===== config.mk =====
export PLATFORM = sky130hd
export DESIGN_NAME = periph_refclk_gen
export DESIGN_NICKNAME = d
export VERILOG_FILES = /design/src/rtl/refclk_pkg.sv /design/src/rtl/refclk_pll_stage.sv /design/src/rtl/refclk_src_mux.sv /design/src/rtl/refclk_divider.sv /design/src/rtl/periph_refclk_gen.sv
export SDC_FILE = /design/constraint.sdc
export NUM_CORES = 1
export LEC_CHECK = 0
export BUFFER_PORTS_ARGS = -buffer_cell sky130_fd_sc_hd__buf_2
export CORE_UTILIZATION = 31
export CTS_CLUSTER_SIZE = 20
export DETAILED_ROUTE_END_ITERATION = 12
export PLACE_DENSITY = 0.92
export SLEW_MARGIN = 10
export SYNTH_ARGS = -nofsm -noshare
export SYNTH_HDL_FRONTEND = slang
export SYNTH_SLANG_ARGS = --single-unit

===== constraint.sdc =====
create_clock -name clk -period 2.4 [get_ports clk]
set_input_delay 0.24 -clock clk [delete_from_list [all_inputs] [get_ports clk]]
set_output_delay 0.24 -clock clk [all_outputs]
set_load 0.05 [all_outputs]

===== src/rtl/refclk_pkg.sv =====
package refclk_pkg;
   // clock control word layout
   localparam int EN_LSB   = 0;
   localparam int NUM_OUT  = 2;
   localparam int SEL_LSB  = 4;
   localparam int SEL_W    = 2;
   localparam int DIV_LSB  = 8;
   localparam int DIV_W    = 6;
   // PLL stage control word layout
   localparam int PLL_RST_BIT = 0;
   localparam int PLL_PD_BIT  = 1;
   localparam int PLL_BYP_BIT = 4;
   localparam int NUM_SRC     = 3;
   // state held by the divider after reset
   localparam logic [DIV_W-1:0] DIV_RST = 6'd63;
   localparam logic [SEL_W-1:0] SEL_RST = 2'd0;

   typedef enum logic [1:0] {
      SRC_IO  = 2'd0,
      SRC_CPU = 2'd1,
      SRC_MEM = 2'd2
   } src_idx_e;

   function automatic src_idx_e decode_sel(input logic [SEL_W-1:0] code);
      case (code)
         2'd2:    decode_sel = SRC_CPU;
         2'd3:    decode_sel = SRC_MEM;
         default: decode_sel = SRC_IO;
      endcase
   endfunction
endpackage


===== src/rtl/refclk_pll_stage.sv =====
module refclk_pll_stage
   import refclk_pkg::*;
#(
   parameter int CTRL_W = 32
) (
   input  logic [CTRL_W-1:0] ctrl,
   input  logic              tick_in,
   output logic              tick_out
);
   generate
      if (CTRL_W <= PLL_BYP_BIT) begin : g_bad_w
         $error("refclk_pll_stage: CTRL_W too narrow for bypass bit");
      end
   endgenerate

   logic bypass, halted;

   always_comb begin
      bypass = ctrl[PLL_BYP_BIT];
      halted = ctrl[PLL_RST_BIT] | ctrl[PLL_PD_BIT];
      if (bypass)      tick_out = tick_in;
      else if (halted) tick_out = 1'b0;
      else             tick_out = tick_in;  // multiplication not modelled
   end
endmodule


===== src/rtl/refclk_src_mux.sv =====
module refclk_src_mux
   import refclk_pkg::*;
(
   input  logic [NUM_SRC-1:0] stage_tick,
   input  logic [SEL_W-1:0]   sel,
   output logic              tick
);
   src_idx_e idx;

   always_comb begin
      idx  = decode_sel(sel);
      tick = stage_tick[idx];
   end
endmodule


===== src/rtl/refclk_divider.sv =====
module refclk_divider
   import refclk_pkg::*;
(
   input  logic             clk,
   input  logic             rst_n,
   input  logic             src_tick,
   input  logic [DIV_W-1:0] div_in,
   input  logic [SEL_W-1:0] sel_in,
   output logic             fire
);
   logic [DIV_W-1:0] cnt_q, div_q, lim_m1;
   logic [SEL_W-1:0] sel_q;
   logic             restart;

   always_comb begin
      restart = (div_in != div_q) || (sel_in != sel_q);
      lim_m1  = (div_q == '0) ? '0 : div_q - 1'b1;
      fire    = !restart && src_tick && (cnt_q == lim_m1);
   end

   always_ff @(posedge clk or negedge rst_n) begin
      if (!rst_n) begin
         cnt_q <= '0;
         div_q <= DIV_RST;
         sel_q <= SEL_RST;
      end else if (restart) begin
         cnt_q <= '0;
         div_q <= div_in;
         sel_q <= sel_in;
      end else if (src_tick) begin
         cnt_q <= fire ? '0 : cnt_q + 1'b1;
      end
   end

   // the count never passes the stored limit
   a_r1_count_bound: assert property (@(posedge clk) disable iff (!rst_n)
      cnt_q <= lim_m1);

   // a field change always restarts the count
   a_r9_restart_clears: assert property (@(posedge clk) disable iff (!rst_n)
      ((div_in != div_q) || (sel_in != sel_q)) |=> (cnt_q == '0));
endmodule


===== src/rtl/periph_refclk_gen.sv =====
module periph_refclk_gen
   import refclk_pkg::*;
#(
   parameter int PLL_W  = 32,
   parameter int CTRL_W = 32
) (
   input  logic              clk,
   input  logic              rst_n,
   input  logic              ref_tick,
   input  logic [PLL_W-1:0]  io_pll_ctrl,
   input  logic [PLL_W-1:0]  cpu_pll_ctrl,
   input  logic [PLL_W-1:0]  mem_pll_ctrl,
   input  logic [CTRL_W-1:0] clk_ctrl,
   output logic [NUM_OUT-1:0] out_tick
);
   localparam int CTRL_MIN = DIV_LSB + DIV_W;

   generate
      if (CTRL_W < CTRL_MIN) begin : g_bad_ctrl
         $error("periph_refclk_gen: CTRL_W below %0d", CTRL_MIN);
      end
   endgenerate

   logic [PLL_W-1:0]   pll_ctrl [NUM_SRC];
   logic [NUM_SRC-1:0] stage_tick;
   logic               mux_tick, fire;
   logic [NUM_OUT-1:0] out_q;

   assign pll_ctrl[SRC_IO]  = io_pll_ctrl;
   assign pll_ctrl[SRC_CPU] = cpu_pll_ctrl;
   assign pll_ctrl[SRC_MEM] = mem_pll_ctrl;

   generate
      for (genvar s = 0; s < NUM_SRC; s++) begin : g_stage
         refclk_pll_stage #(.CTRL_W(PLL_W)) u_stage (
            .ctrl     (pll_ctrl[s]),
            .tick_in  (ref_tick),
            .tick_out (stage_tick[s])
         );
      end
   endgenerate

   refclk_src_mux u_mux (
      .stage_tick (stage_tick),
      .sel        (clk_ctrl[SEL_LSB +: SEL_W]),
      .tick       (mux_tick)
   );

   refclk_divider u_div (
      .clk      (clk),
      .rst_n    (rst_n),
      .src_tick (mux_tick),
      .div_in   (clk_ctrl[DIV_LSB +: DIV_W]),
      .sel_in   (clk_ctrl[SEL_LSB +: SEL_W]),
      .fire     (fire)
   );

   generate
      for (genvar o = 0; o < NUM_OUT; o++) begin : g_out
         always_ff @(posedge clk or negedge rst_n) begin
            if (!rst_n) out_q[o] <= 1'b0;
            else        out_q[o] <= fire & clk_ctrl[EN_LSB + o];
         end

         // a cleared enable silences its output on the next cycle
         a_r6_gate: assert property (@(posedge clk) disable iff (!rst_n)
            !clk_ctrl[EN_LSB + o] |=> !out_q[o]);
      end
   endgenerate

   assign out_tick = out_q;

   // outputs stay low while reset is held
   a_r7_reset_quiet: assert property (@(posedge clk)
      !rst_n |-> (out_tick == '0));

   // every output tick follows a selected-source tick
   a_r10_needs_source: assert property (@(posedge clk) disable iff (!rst_n)
      (out_tick != '0) |-> $past(mux_tick));
endmodule


**After elaboration in Yosys (flattened, before gate mapping)**

Cells that the tools add are included.

- Shift operators: 0
- Bitwise gates (word level): 5
- Magnitude comparators: 1
- Reduce and logical (&&, ||, !) cells: 6
- Div/mod/pow operators: 0
- Mux-type cells: 13
- Multipliers: 0
- Add/sub/neg operators: 2
- Equal/unequal tests: 5

Operators by type and width:

| operator | count |
|---|---|
| $mux 6 | 4 |
| $mux 1 | 7 |
| $add 6x1->6 const B | 1 |
| $eq 6x6->1 | 1 |
| $logic_not 6->1 | 1 |
| $ne 6x6->1 | 1 |
| $sub 6x1->6 const B | 1 |
| $eq 2x2->1 const B | 2 |
| $pmux 2 s2 | 1 |
| $lt 2x3->1 const B | 1 |
| $or 1x1->1 | 3 |
| $and 1x1->1 | 2 |
| $bmux 1 s2 | 1 |
| $logic_and 1x1->1 | 2 |
| $ne 2x2->1 | 1 |
| $reduce_bool 2->1 | 1 |
| $logic_not 1->1 | 1 |
| $logic_or 1x1->1 | 1 |

- Input bits: 131
- RAM bits: 0
- Memories: 0
- Word-level logic and storage cells: 37
- Bits in latches: 0
- Output and inout bits: 2
- ROM bits: 0
- Register bits: 16

**Logic depth before layout (Yosys ltp)**

- Depth after elaboration: 10
- Gate-level depth with buffers: 9
- Mapped depth without buffers: 9

**Hierarchy**

Synthesis repeated with hierarchy kept, for this count alone.

- Cells, all modules: 107
- Area, all modules: 1009.7 um2

By module, submodules not included:

| module | area an instance (um2) | times used | sequential area each (um2) | cells each |
|---|---|---|---|---|
| refclk_divider | 894.6 | 1 | 357.8 | 94 |
| periph_refclk_gen | 62.6 | 1 | 50.0 | 4 |
| refclk_pll_stage | 11.3 | 3 | 0.0 | 2 |
| refclk_src_mux | 18.8 | 1 | 0.0 | 3 |

**Worst setup path before layout**

OpenSTA, ideal clock, no wires.

- Kind: register to register
- Start point: reg u_div.div_q[0]
- End point: reg u_div.cnt_q[2]
- Period minus slack after synthesis: 2.195 ns
- Required time: 2.277 ns
- Data arrival time: 2.072 ns
- Setup time: 0.123 ns
- Cell stages (with the launch flop): 10
- Path slack: 0.205 ns
- Buffers on the path: 0
- Path through: dfstp_2 > inv_1 > ha_1 > nor3b_1 > and3_1 > o32a_1 > o2bb2ai_1 > o2111ai_4 > o21ai_2 > nor2_1

- Cells in the longest elaborated chain, start to end: 8
- Elaborated cells between the ends (all ways): 13
- Those cells by class: add/sub (1); eq/ne (2); mux (4); reduce/logical (6)

Ends and longest elaborated chain:

| what | RTL line | source |
|---|---|---|
| from (decl) | refclk_divider.sv:11 | `logic [DIV_W-1:0] cnt_q, div_q, lim_m1;` |
| from (signal assigned) | refclk_divider.sv:28 | `div_q <= div_in;` |
| parallel branches: the longest is 8 deep, another holds $sub 6x1->6 | -- |  |
| to (signal assigned) | refclk_divider.sv:31 | `cnt_q <= fire ? '0 : cnt_q + 1'b1;` |
| to (decl) | refclk_divider.sv:11 |  |

Parallel ways; which one is timed is not known. The select of a mux whose other input is x is not followed.
A chain may end at the register's enable or synchronous reset.

**Worst setup path after layout**

- Start point: reg u_div.div_q[1]
- End point: reg u_div.cnt_q[2]

The elaborated chain is that of the path after synthesis.

==> flow_summary.toml <==
[route]
firstDrtPassIters = 4
routedWlPerCell_um = 10.9
antenna_left = 0
drt_iter0_drc = 15
avgViaCountPerCell = 4.76
wl_um = 1860
drc = 0
vias = 814

[power]
p_int_w = 0.000418
power_density_nw_per_um2 = 447
pwr-share-seq = 0.523
leakagePower_nw = 0.507
clkPwrFrac = 0.317
swShare = 0.245
power_frac_comb = 0.160
ir_drop_mv = 0.403
p_sw_w = 0.000136
finalPower_w = 0.000554

[placement]
port_buffers = 23
gp_congestion = 0.742
dp.cells = 162
post-dp-hpwl_um = 1450
placed_area_sq_um = 1130

[floorplanning]
core-area_sq_um = 3030
start_util = 0.323
rows = 20
dieArea_sq_um = 3380
num_io_pins = 133
die_h_um = 58.2
die_w_um = 58.2

[timing]
max-slew-margin-rel = 0.711
fmax_mhz = 436
finalHoldViolations = 0
finClkSkew_ns = 0.00171
setup_viol = 0
min_period_over_period = 0.956
slew_viol_final = 0
min_period_ns = 2.29
tightest_slew_ns = 0.430

[cells_and_area]
final_nets = 261
area_delta_synth_final_pct = 26.7
design_area_sq_um = 1240
diodes = 0
instances_no_fill = 171
drive_above_1_share = 0.394

[worst_setup_path]
r2r_setup_slack_ns = 0.11
rr_endpoint = "u_div.cnt_q[2]"
cpPeakStageDelay_ns = 0.58
crit_arrival_ns = 2.48
critical_path_depth = 9
endpoint = "u_div.cnt_q[2]"
r2r_start = "u_div.div_q[1]"
cp_max_fo = 4
slowest_stage = "dfstp_2"
cp_top_family = "compound AO/OA/AOI/OAI gates"
end_kind = "flop"
critPathLaunchType = "flop"
crit_path_start = "u_div.div_q[1]"
required_ns = 2.58
crit_chain = "inv_1 -> ha_4 -> nand2b_1 -> and3_1 -> o32a_1 -> o2bb2ai_2 -> o2111ai_4 -> o21ai_4 -> nor2_2"
worstSetupPathType = "flop to flop"
cp_num_buf_inv = 1
r2r_cells = 9

[clock_tree]
path_clk_slew_ns = 0.09
worst_skew_pair.late_latency_ns = 0.29
cts_num_sinks = 16
root_buffer = "clkbuf_4"
h-tree-depth = 1
cts.path.max_buffers = 2
cts_tree = "built"
numCtsBuffers = 3

[logic_synthesis]
synth.net_count = 235
synthCells = 102
synth.yosys.warnings = 0
ys_seq_area_frac = 0.417
synth.distinct_cells = 34
synth-seq-cells = 16
syn_area_sq_um = 978
syn_avg_cell_area_sq_um = 9.59

[job]
maxCapViolCount = 0

[hold_path]
worstHoldPathCells = 1
hold_class = "primary input to flop"

[global_routing]
grt_start_max_net_pins = 17
grt-ovfl-total = 0
antenna_found_initial = 0
grt_pass1_vias = 759
grt_pass1_wl_um = 3260
grtUsageTotal = 0.126

[run_status]
status = "finished clean"
## stage by stage
step	setup slack, ns	hold slack, ns	util	setup TNS, ns
after floorplan	0.205	-0.0556	-	0
after global placement	0.0459	0.163	0.372	0
after detailed placement	-0.0337	0.167	0.372	-0.117
after CTS	0.0128	0.0526	0.389	0
after global routing	-0.0125	0.0491	0.410	-0.0392
final	0.106	0.0603	0.410	0
## final cells by class
class | count | area (sq um)
multi-input cells | 74 | 563
inverters | 4 | 15.0
fillers | 300 | 1790
flip-flops and latches | 16 | 408
well taps | 44 | 55.1
clock buffers | 4 | 36.3
repair buffers | 29 | 163
## power groups by stage
stage,Clock [W],Combinational [W],Sequential (W)
after floorplan,0,0.0000498,0.000293
after global placement,0,0.0000749,0.000295
after detailed placement,0,0.0000779,0.000296
after CTS,0.000182,0.0000803,0.000291
after global routing,0.000190,0.0000990,0.000291
final,0.000176,0.0000887,0.000289
## state kept, by name, indices dropped and copies added, names as in the netlist
signal	count
u_div.cnt_q	6
u_div.sel_q	2
out_tick	2
u_div.div_q	6
## metal layers
layer | vias to the layer above | track usage | share of wire
met1 | 392 | 0.152 | 0.44
li1 | 400 | - | -
met4 | 0 | 0.0510 | 0.013
met2 | 18 | 0.227 | 0.52
met3 | 4 | 0.0134 | 0.029
met5 | - | 0 | 0
## what timing repair did
item / in CTS / in global routing
hold buffers: 1 / 0
pin swaps: 0 / 6
endpoints found under the setup margin: 4 / 6
resized for setup: 1 / 7
buffers inserted: 0 / 4
endpoints found under the hold margin: 10 / 0
## cell usage after synthesis
library cell | instances | area share
nand3_1 | 2 | 0.010
nor3_1 | 1 | 0.0051
ha_1 | 2 | 0.026
xor2_1 | 4 | 0.036
nand2_1 | 5 | 0.019
nand2b_1 | 1 | 0.0064
clkbuf_1 | 8 | 0.031
or4_4 | 1 | 0.012
o21ai_2 | 1 | 0.0090
and2_1 | 2 | 0.013
a21oi_1 | 3 | 0.015
o21ai_0 | 3 | 0.015
nor3b_1 | 3 | 0.023
nand3b_1 | 1 | 0.0077
o21a_2 | 1 | 0.0090
dfrtp_1 | 10 | 0.26
xnor2_1 | 13 | 0.12
inv_1 | 4 | 0.015
o2111ai_4 | 1 | 0.027
nor3_2 | 1 | 0.010
a211oi_1 | 1 | 0.0077
nor2b_1 | 1 | 0.0064
o32a_1 | 1 | 0.010
o2bb2ai_1 | 1 | 0.0090
nor2_1 | 11 | 0.042
nand4_1 | 5 | 0.032
dfstp_2 | 6 | 0.16
and3_1 | 3 | 0.019
mux2i_1 | 1 | 0.010
a221oi_1 | 1 | 0.0090
and4_2 | 1 | 0.010
and2b_1 | 1 | 0.0077
or3_1 | 1 | 0.0064
o31ai_1 | 1 | 0.0077
## cells in the final DEF (no fill, tap or decap), drive strengths merged
cell type,Yosys,layout
dfrtp,10,10
a21oi,3,3
nor3b,3,3
nor3,2,2
nor2,11,11
o21a,1,1
nand4,5,5
o31ai,1,1
or4,1,1
ha,2,2
and4,1,1
o21ai,4,4
dlygate4sd3,0,1
a211oi,1,1
inv,4,4
nand2b,1,1
o32a,1,1
mux2i,1,1
o2111ai,1,1
dfstp,6,6
and3,3,3
nand3,2,2
nand3b,1,1
o2bb2ai,1,1
clkbuf,8,4
xnor2,13,13
a221oi,1,1
xor2,4,4
and2b,1,1
and2,2,2
buf,0,28
nor2b,1,1
nand2,5,5
or3,1,1
## kinds of logic after synthesis
logic type | Yosys count | share of synthesized area
AOI/OAI and AO/OA | 14 | 0.119
xor gates and xnor gates | 17 | 0.152
adders and majority gates | 2 | 0.0256
buffers and inverters | 12 | 0.0460
DFF | 16 | 0.417
muxes | 1 | 0.0102
and+or+nand+nor | 40 | 0.230
## worst min path at each step
| stage | from | to |
|---|---|---|
| after global placement | rst_n | u_div.cnt_q[0] |
| after CTS | clk_ctrl[9] | u_div.div_q[1] |
| after detailed placement | rst_n | u_div.cnt_q[4] |
| after global routing | clk_ctrl[13] | u_div.div_q[5] |
| final | clk_ctrl[9] | u_div.div_q[1] |
| after floorplan | rst_n | out_tick[0] |
No activity file was read; power rests on OpenSTA's default activity.
